## config.mk

```make
export PLATFORM = sky130hd
export DESIGN_NAME = cmlane_top
export DESIGN_NICKNAME = d
export VERILOG_FILES = /design/src/rtl/cmlane_pkg.sv /design/src/rtl/cmlane_wstore.sv /design/src/rtl/cmlane_opgate.sv /design/src/rtl/cmlane_gmul.sv /design/src/rtl/cmlane_sum.sv /design/src/rtl/cmlane_top.sv
export SDC_FILE = /design/constraint.sdc
export NUM_CORES = 2
export LEC_CHECK = 0
export ABC_AREA = 1
export BUFFER_PORTS_ARGS = -buffer_cell sky130_fd_sc_hd__buf_2
export CORE_MARGIN = 3
export CORE_UTILIZATION = 30
export DETAILED_ROUTE_END_ITERATION = 10
export GPL_TIMING_DRIVEN = 0
export PLACE_DENSITY = 0.51
export SLEW_MARGIN = 20
export SYNTH_ARGS = -nofsm -noshare
export SYNTH_HDL_FRONTEND = slang
export SYNTH_SLANG_ARGS = --single-unit
```

## constraint.sdc

```tcl
create_clock -name clk -period 8.3 [get_ports clk]
set_input_delay 0.83 -clock clk [delete_from_list [all_inputs] [get_ports clk]]
set_output_delay 0.83 -clock clk [all_outputs]
set_load 0.005 [all_outputs]
```

## src/rtl/cmlane_pkg.sv

```systemverilog
package cmlane_pkg;
  localparam int NMULT = 4;
  // bit k set: multiplier k takes the imaginary part of the sample
  localparam logic [NMULT-1:0] Y_IM_SEL = 4'b1010;
  // bit k set: multiplier k takes the imaginary part of the weight
  localparam logic [NMULT-1:0] W_IM_SEL = 4'b0110;
endpackage

```

## src/rtl/cmlane_wstore.sv

```systemverilog
module cmlane_wstore #(
  parameter int DW = 12
) (
  input  logic                 clk,
  input  logic                 rst,
  input  logic                 load,
  input  logic signed [DW-1:0] d_re,
  input  logic signed [DW-1:0] d_im,
  input  logic                 d_fre,
  input  logic                 d_fim,
  output logic signed [DW-1:0] q_re,
  output logic signed [DW-1:0] q_im,
  output logic                 q_fre,
  output logic                 q_fim
);
  always_ff @(posedge clk) begin
    if (rst) begin
      q_re  <= '0;
      q_im  <= '0;
      q_fre <= 1'b0;
      q_fim <= 1'b0;
    end else if (load) begin
      q_re  <= d_re;
      q_im  <= d_im;
      q_fre <= d_fre;
      q_fim <= d_fim;
    end
  end
endmodule

```

## src/rtl/cmlane_opgate.sv

```systemverilog
module cmlane_opgate #(
  parameter int DW = 12
) (
  input  logic                 clk,
  input  logic                 rst,
  input  logic signed [DW-1:0] y_in,
  input  logic                 mute,
  output logic signed [DW-1:0] a_q,
  output logic                 mute_q
);
  always_ff @(posedge clk) begin
    if (rst) begin
      a_q    <= '0;
      mute_q <= 1'b0;
    end else begin
      mute_q <= mute;
      if (!mute) a_q <= y_in;
    end
  end
endmodule

```

## src/rtl/cmlane_gmul.sv

```systemverilog
module cmlane_gmul #(
  parameter int DW = 12,
  localparam int PW = 2 * DW
) (
  input  logic                 clk,
  input  logic                 rst,
  input  logic signed [DW-1:0] a,
  input  logic signed [DW-1:0] w,
  input  logic                 mute,
  output logic signed [PW-1:0] term
);
  logic signed [PW-1:0] ax, wx, prod_q;
  logic                 mute_d;

  assign ax = {{DW{a[DW-1]}}, a};
  assign wx = {{DW{w[DW-1]}}, w};

  always_ff @(posedge clk) begin
    if (rst) begin
      prod_q <= '0;
      mute_d <= 1'b0;
    end else begin
      mute_d <= mute;
      if (!mute) prod_q <= ax * wx;
    end
  end

  // zero select in front of the adder for a frozen multiplier
  assign term = mute_d ? '0 : prod_q;
endmodule

```

## src/rtl/cmlane_sum.sv

```systemverilog
module cmlane_sum #(
  parameter int PW = 24,
  localparam int SW = PW + 1
) (
  input  logic                 clk,
  input  logic                 rst,
  input  logic signed [PW-1:0] t0,
  input  logic signed [PW-1:0] t1,
  input  logic signed [PW-1:0] t2,
  input  logic signed [PW-1:0] t3,
  output logic signed [SW-1:0] s_re,
  output logic signed [SW-1:0] s_im
);
  logic signed [SW-1:0] x0, x1, x2, x3;

  assign x0 = {t0[PW-1], t0};
  assign x1 = {t1[PW-1], t1};
  assign x2 = {t2[PW-1], t2};
  assign x3 = {t3[PW-1], t3};

  always_ff @(posedge clk) begin
    if (rst) begin
      s_re <= '0;
      s_im <= '0;
    end else begin
      s_re <= x0 - x1;
      s_im <= x2 + x3;
    end
  end
endmodule

```

## src/rtl/cmlane_top.sv

```systemverilog
module cmlane_top
  import cmlane_pkg::*;
#(
  parameter int DW = 12,
  localparam int PW = 2 * DW,
  localparam int OW = PW + 1
) (
  input  logic                 clk,
  input  logic                 rst,
  input  logic                 load_w,
  input  logic signed [DW-1:0] w_re,
  input  logic signed [DW-1:0] w_im,
  input  logic                 w_re_small,
  input  logic                 w_im_small,
  input  logic signed [DW-1:0] y_re,
  input  logic signed [DW-1:0] y_im,
  input  logic                 y_re_small,
  input  logic                 y_im_small,
  input  logic                 save_pwr,
  output logic signed [OW-1:0] p_re,
  output logic signed [OW-1:0] p_im
);
  logic signed [DW-1:0]        wq_re, wq_im;
  logic                        wf_re, wf_im;
  logic [NMULT-1:0]            mute_now, mute_reg;
  logic [NMULT-1:0][DW-1:0]    op_q;
  logic [NMULT-1:0][PW-1:0]    term;

  cmlane_wstore #(.DW(DW)) u_wst (
    .clk   (clk),
    .rst   (rst),
    .load  (load_w),
    .d_re  (w_re),
    .d_im  (w_im),
    .d_fre (w_re_small),
    .d_fim (w_im_small),
    .q_re  (wq_re),
    .q_im  (wq_im),
    .q_fre (wf_re),
    .q_fim (wf_im)
  );

  for (genvar k = 0; k < NMULT; k++) begin : g_mul
    logic signed [DW-1:0] y_sel, w_sel;
    logic                 fy, fw;

    assign y_sel = Y_IM_SEL[k] ? y_im : y_re;
    assign fy    = Y_IM_SEL[k] ? y_im_small : y_re_small;
    assign w_sel = W_IM_SEL[k] ? wq_im : wq_re;
    assign fw    = W_IM_SEL[k] ? wf_im : wf_re;
    assign mute_now[k] = save_pwr & fy & fw;

    cmlane_opgate #(.DW(DW)) u_op (
      .clk    (clk),
      .rst    (rst),
      .y_in   (y_sel),
      .mute   (mute_now[k]),
      .a_q    (op_q[k]),
      .mute_q (mute_reg[k])
    );

    cmlane_gmul #(.DW(DW)) u_mul (
      .clk  (clk),
      .rst  (rst),
      .a    (op_q[k]),
      .w    (w_sel),
      .mute (mute_reg[k]),
      .term (term[k])
    );
  end

  cmlane_sum #(.PW(PW)) u_sum (
    .clk  (clk),
    .rst  (rst),
    .t0   (term[0]),
    .t1   (term[1]),
    .t2   (term[2]),
    .t3   (term[3]),
    .s_re (p_re),
    .s_im (p_im)
  );
endmodule

```

==> flow_summary.json <==
{
  "outcome": "finished, final reports clean",
  "post-route-period-util_pct": 74.0,
  "critical_path.startpoint": "u_wst.q_im[5]",
  "ir_drop_mv": 0.152,
  "track_usage_pct": 19.2,
  "cts_inserted_buffers": 28,
  "drtPass1Iterations": 6,
  "grt_pass1_wl_um": 173000,
  "antenna_found_initial": 1,
  "htreeDepth": 1,
  "period_needed_ps": 6140,
  "synth_ff_type": "dfxtp_1",
  "crit_fanout": 10,
  "grt_setup_unrepaired": "no",
  "regToRegEndpoint": "g_mul[2].u_mul.prod_q[23]",
  "die_h_um": 342,
  "placed_cell_area_um2": 36300,
  "power.density_nw_per_um2": 202,
  "synth.top_cell.area_share_pct": 32.7,
  "place_congestion": 0.945,
  "synthArstFlopShare_pct": 0,
  "ys_types": 45,
  "ys_top_cells_by_count": "inv_1, nand2_1, fa_1",
  "viasPerCell": 4.56,
  "core_area_um2": 111000,
  "synth_edf_count": 0,
  "route.met3.wl_um": 5130,
  "dp_hpwl_um": 94100,
  "startpoint_type": "register",
  "clk_latency_ps": 610,
  "setup_viol": 0,
  "fin_worst_skew_ps": 22.4,
  "worstMarginPinSlew_ps": 964,
  "arrival_ps": 6650,
  "hold_viol_final": 0,
  "grt_overflow_total": 0,
  "cts_resized": 0,
  "drc": 0,
  "ys_seq_area_share_pct": 13.5,
  "drt.antenna.violating_nets": 0,
  "wl_per_cell_um": 17.4,
  "syn_area_um2": 33900,
  "wl_met2_um": 52400,
  "post-cts-setup-buffer-count": 0,
  "critPathCaptureType": "register",
  "worst_ep_required_time_ps": 8810,
  "place_ws_ps": 2220,
  "path_class": "register to register",
  "num_vias": 28784,
  "die_w_um": 342,
  "worstReg2RegStart": "u_wst.q_im[5]",
  "wl_met1_um": 48500,
  "drtIter0Drc": 1674,
  "synth_fp_nets": 5525,
  "hold_start": "w_im[1]",
  "finalWirelength_um": 110000,
  "fin_nets": 5659,
  "cpPeakStageDelay_ps": 600,
  "maxSlewViolCount": 0,
  "port_buffers": 104,
  "drive_gt1_share_pct": 4.54,
  "dp.cells": 6255,
  "tritoncts": "built",
  "crit_chain": "clkbuf_1 -> clkbuf_1 -> nand2_1 -> fa_1 -> inv_1 -> fa_1 -> inv_1 -> fa_1 -> fa_1 -> fa_1 -> inv_1 -> ha_1 -> nand2_1 -> inv_1 -> nand3_1 -> nor2_1 -> nand3b_1 -> inv_1 -> nor2_1 -> nand2_1 -> nand3_1 -> nand2_1 -> inv_1",
  "r2r_slack_ps": 2160,
  "cts_hold_buf": 0,
  "synth_area_leader_cell": "fa_1",
  "syn_inst": 4663,
  "ys.warnings.count": 0,
  "clkSinkCount": 228,
  "min_to": "u_wst.q_im[1]",
  "io_pins": 106,
  "clock-root-buffer": "clkbuf_16",
  "grt_max_degree": 16,
  "die-area_um2": 117000,
  "cts_buffer_depth": 3,
  "ys_ff_latch": 228,
  "power_mw": 7.52,
  "cpMostUsedCell": "inv_1",
  "start_util_pct": 30.4,
  "final_cells": 6308,
  "fmax_ghz": 0.163,
  "grt_pass1_vias": 29409,
  "avgSynthCellArea_um2": 7.27,
  "cpMaxStageDelayCell": "fa_1",
  "synth_area_leaders": "fa_1, dfxtp_1, inv_1, nand2_1, ha_1",
  "whs_path_depth": 3,
  "path_clk_slew_ps": 60,
  "top_layer_used": "met4",
  "hold_class": "primary input to register",
  "slew_headroom_pct": 35.8,
  "stdcell_area_um2": 37300,
  "setup_tns_ps": 0,
  "area_growth_pct": 9.97,
  "synth_most_common_cell": "inv_1",
  "reg2regPathDepth": 23,
  "maxCapViolations": 0,
  "setup_ws_ps": 2160,
  "p_leak_nw": 20.7,
  "num_rows": 122
}
layout by cell type, fill, tap and decap left out, drive strengths merged, types with 19 or more instances in the layout:
cell type  instances
a21oi            229
buf              148
clkbuf           158
dfxtp            228
fa               554
ha               252
inv             1167
nand2           1136
nand3            159
nand4             31
nor2             402
nor3              19
o21ai            200
xor2              24
routing by layer:
metal / GRT usage (%) / up-vias
met1: 25.2 / 13911
met5: 0 / -
met2: 33.3 / 665
met4: 5.85 / 0
li1: - / 14056
met3: 2.04 / 152
power by group:
| part | switching [mW] | leakage (nW) | internal [mW] |
|---|---|---|---|
| Combinational | 3.16 | 18.3 | 1.59 |
| Sequential | 0.116 | 1.89 | 1.35 |
| Clock | 0.561 | 0.463 | 0.753 |
| Total | 3.83 | 20.7 | 3.69 |
registers in the layout (all words and copies together) (netlist names):
signal              flops
g_mul.u_op.a_q         48
u_wst.q_fim             1
g_mul.u_mul.mute_d      4
g_mul.u_op.mute_q       4
u_sum.s_im             25
u_wst.q_im             12
g_mul.u_mul.prod_q     96
u_sum.s_re             25
u_wst.q_fre             1
u_wst.q_re             12
through the flow:
stage	hold slack [ps]	utilization [%]
CTS	426	33.4
floorplan	426	-
finish	453	33.4
detailed placement	443	32.5
global route	447	33.4
global placement	446	32.5
cell type report:
type	count	area (um2)
Inverter	1163	4370
Clock inverter	20	246
Buffer	170	648
Fill cell	12168	74200
Timing Repair Buffer	104	520
Multi-Input combinational cell	3102	24300
Tap cell	1488	1860
Sequential cell	228	4560
Clock buffer	32	746
Antenna cell	1	2.50
critical path: cells and delay by family, from the launching register on:
kind | cells | cell delay (ps)
adder cells (fa/ha/maj) | 6 | 3120
flip-flops | 1 | 300
AND/OR/NAND/NOR | 9 | 1000
buffers and inverters | 8 | 1620
logic make-up after synthesis:
kind of cell	share of synthesized area (%)
XOR/XNOR	0.905
adder cells (fa/ha/maj)	42.0
AO/OA/AOI/OAI	7.56
flip-flops	13.5
buffers and inverters	14.8
AND/OR/NAND/NOR	21.2
worst max path at each step:
stage                                      to  slack, ps  cells after the start
global route        g_mul[2].u_mul.prod_q[23]       1790                     23
CTS                 g_mul[2].u_mul.prod_q[23]       2180                     23
floorplan           g_mul[2].u_mul.prod_q[23]       3510                     23
detailed placement  g_mul[3].u_mul.prod_q[23]       2220                     23
global placement    g_mul[2].u_mul.prod_q[23]       2200                     23
finish              g_mul[2].u_mul.prod_q[23]       2160                     23
(Power assumes the default switching activity.)
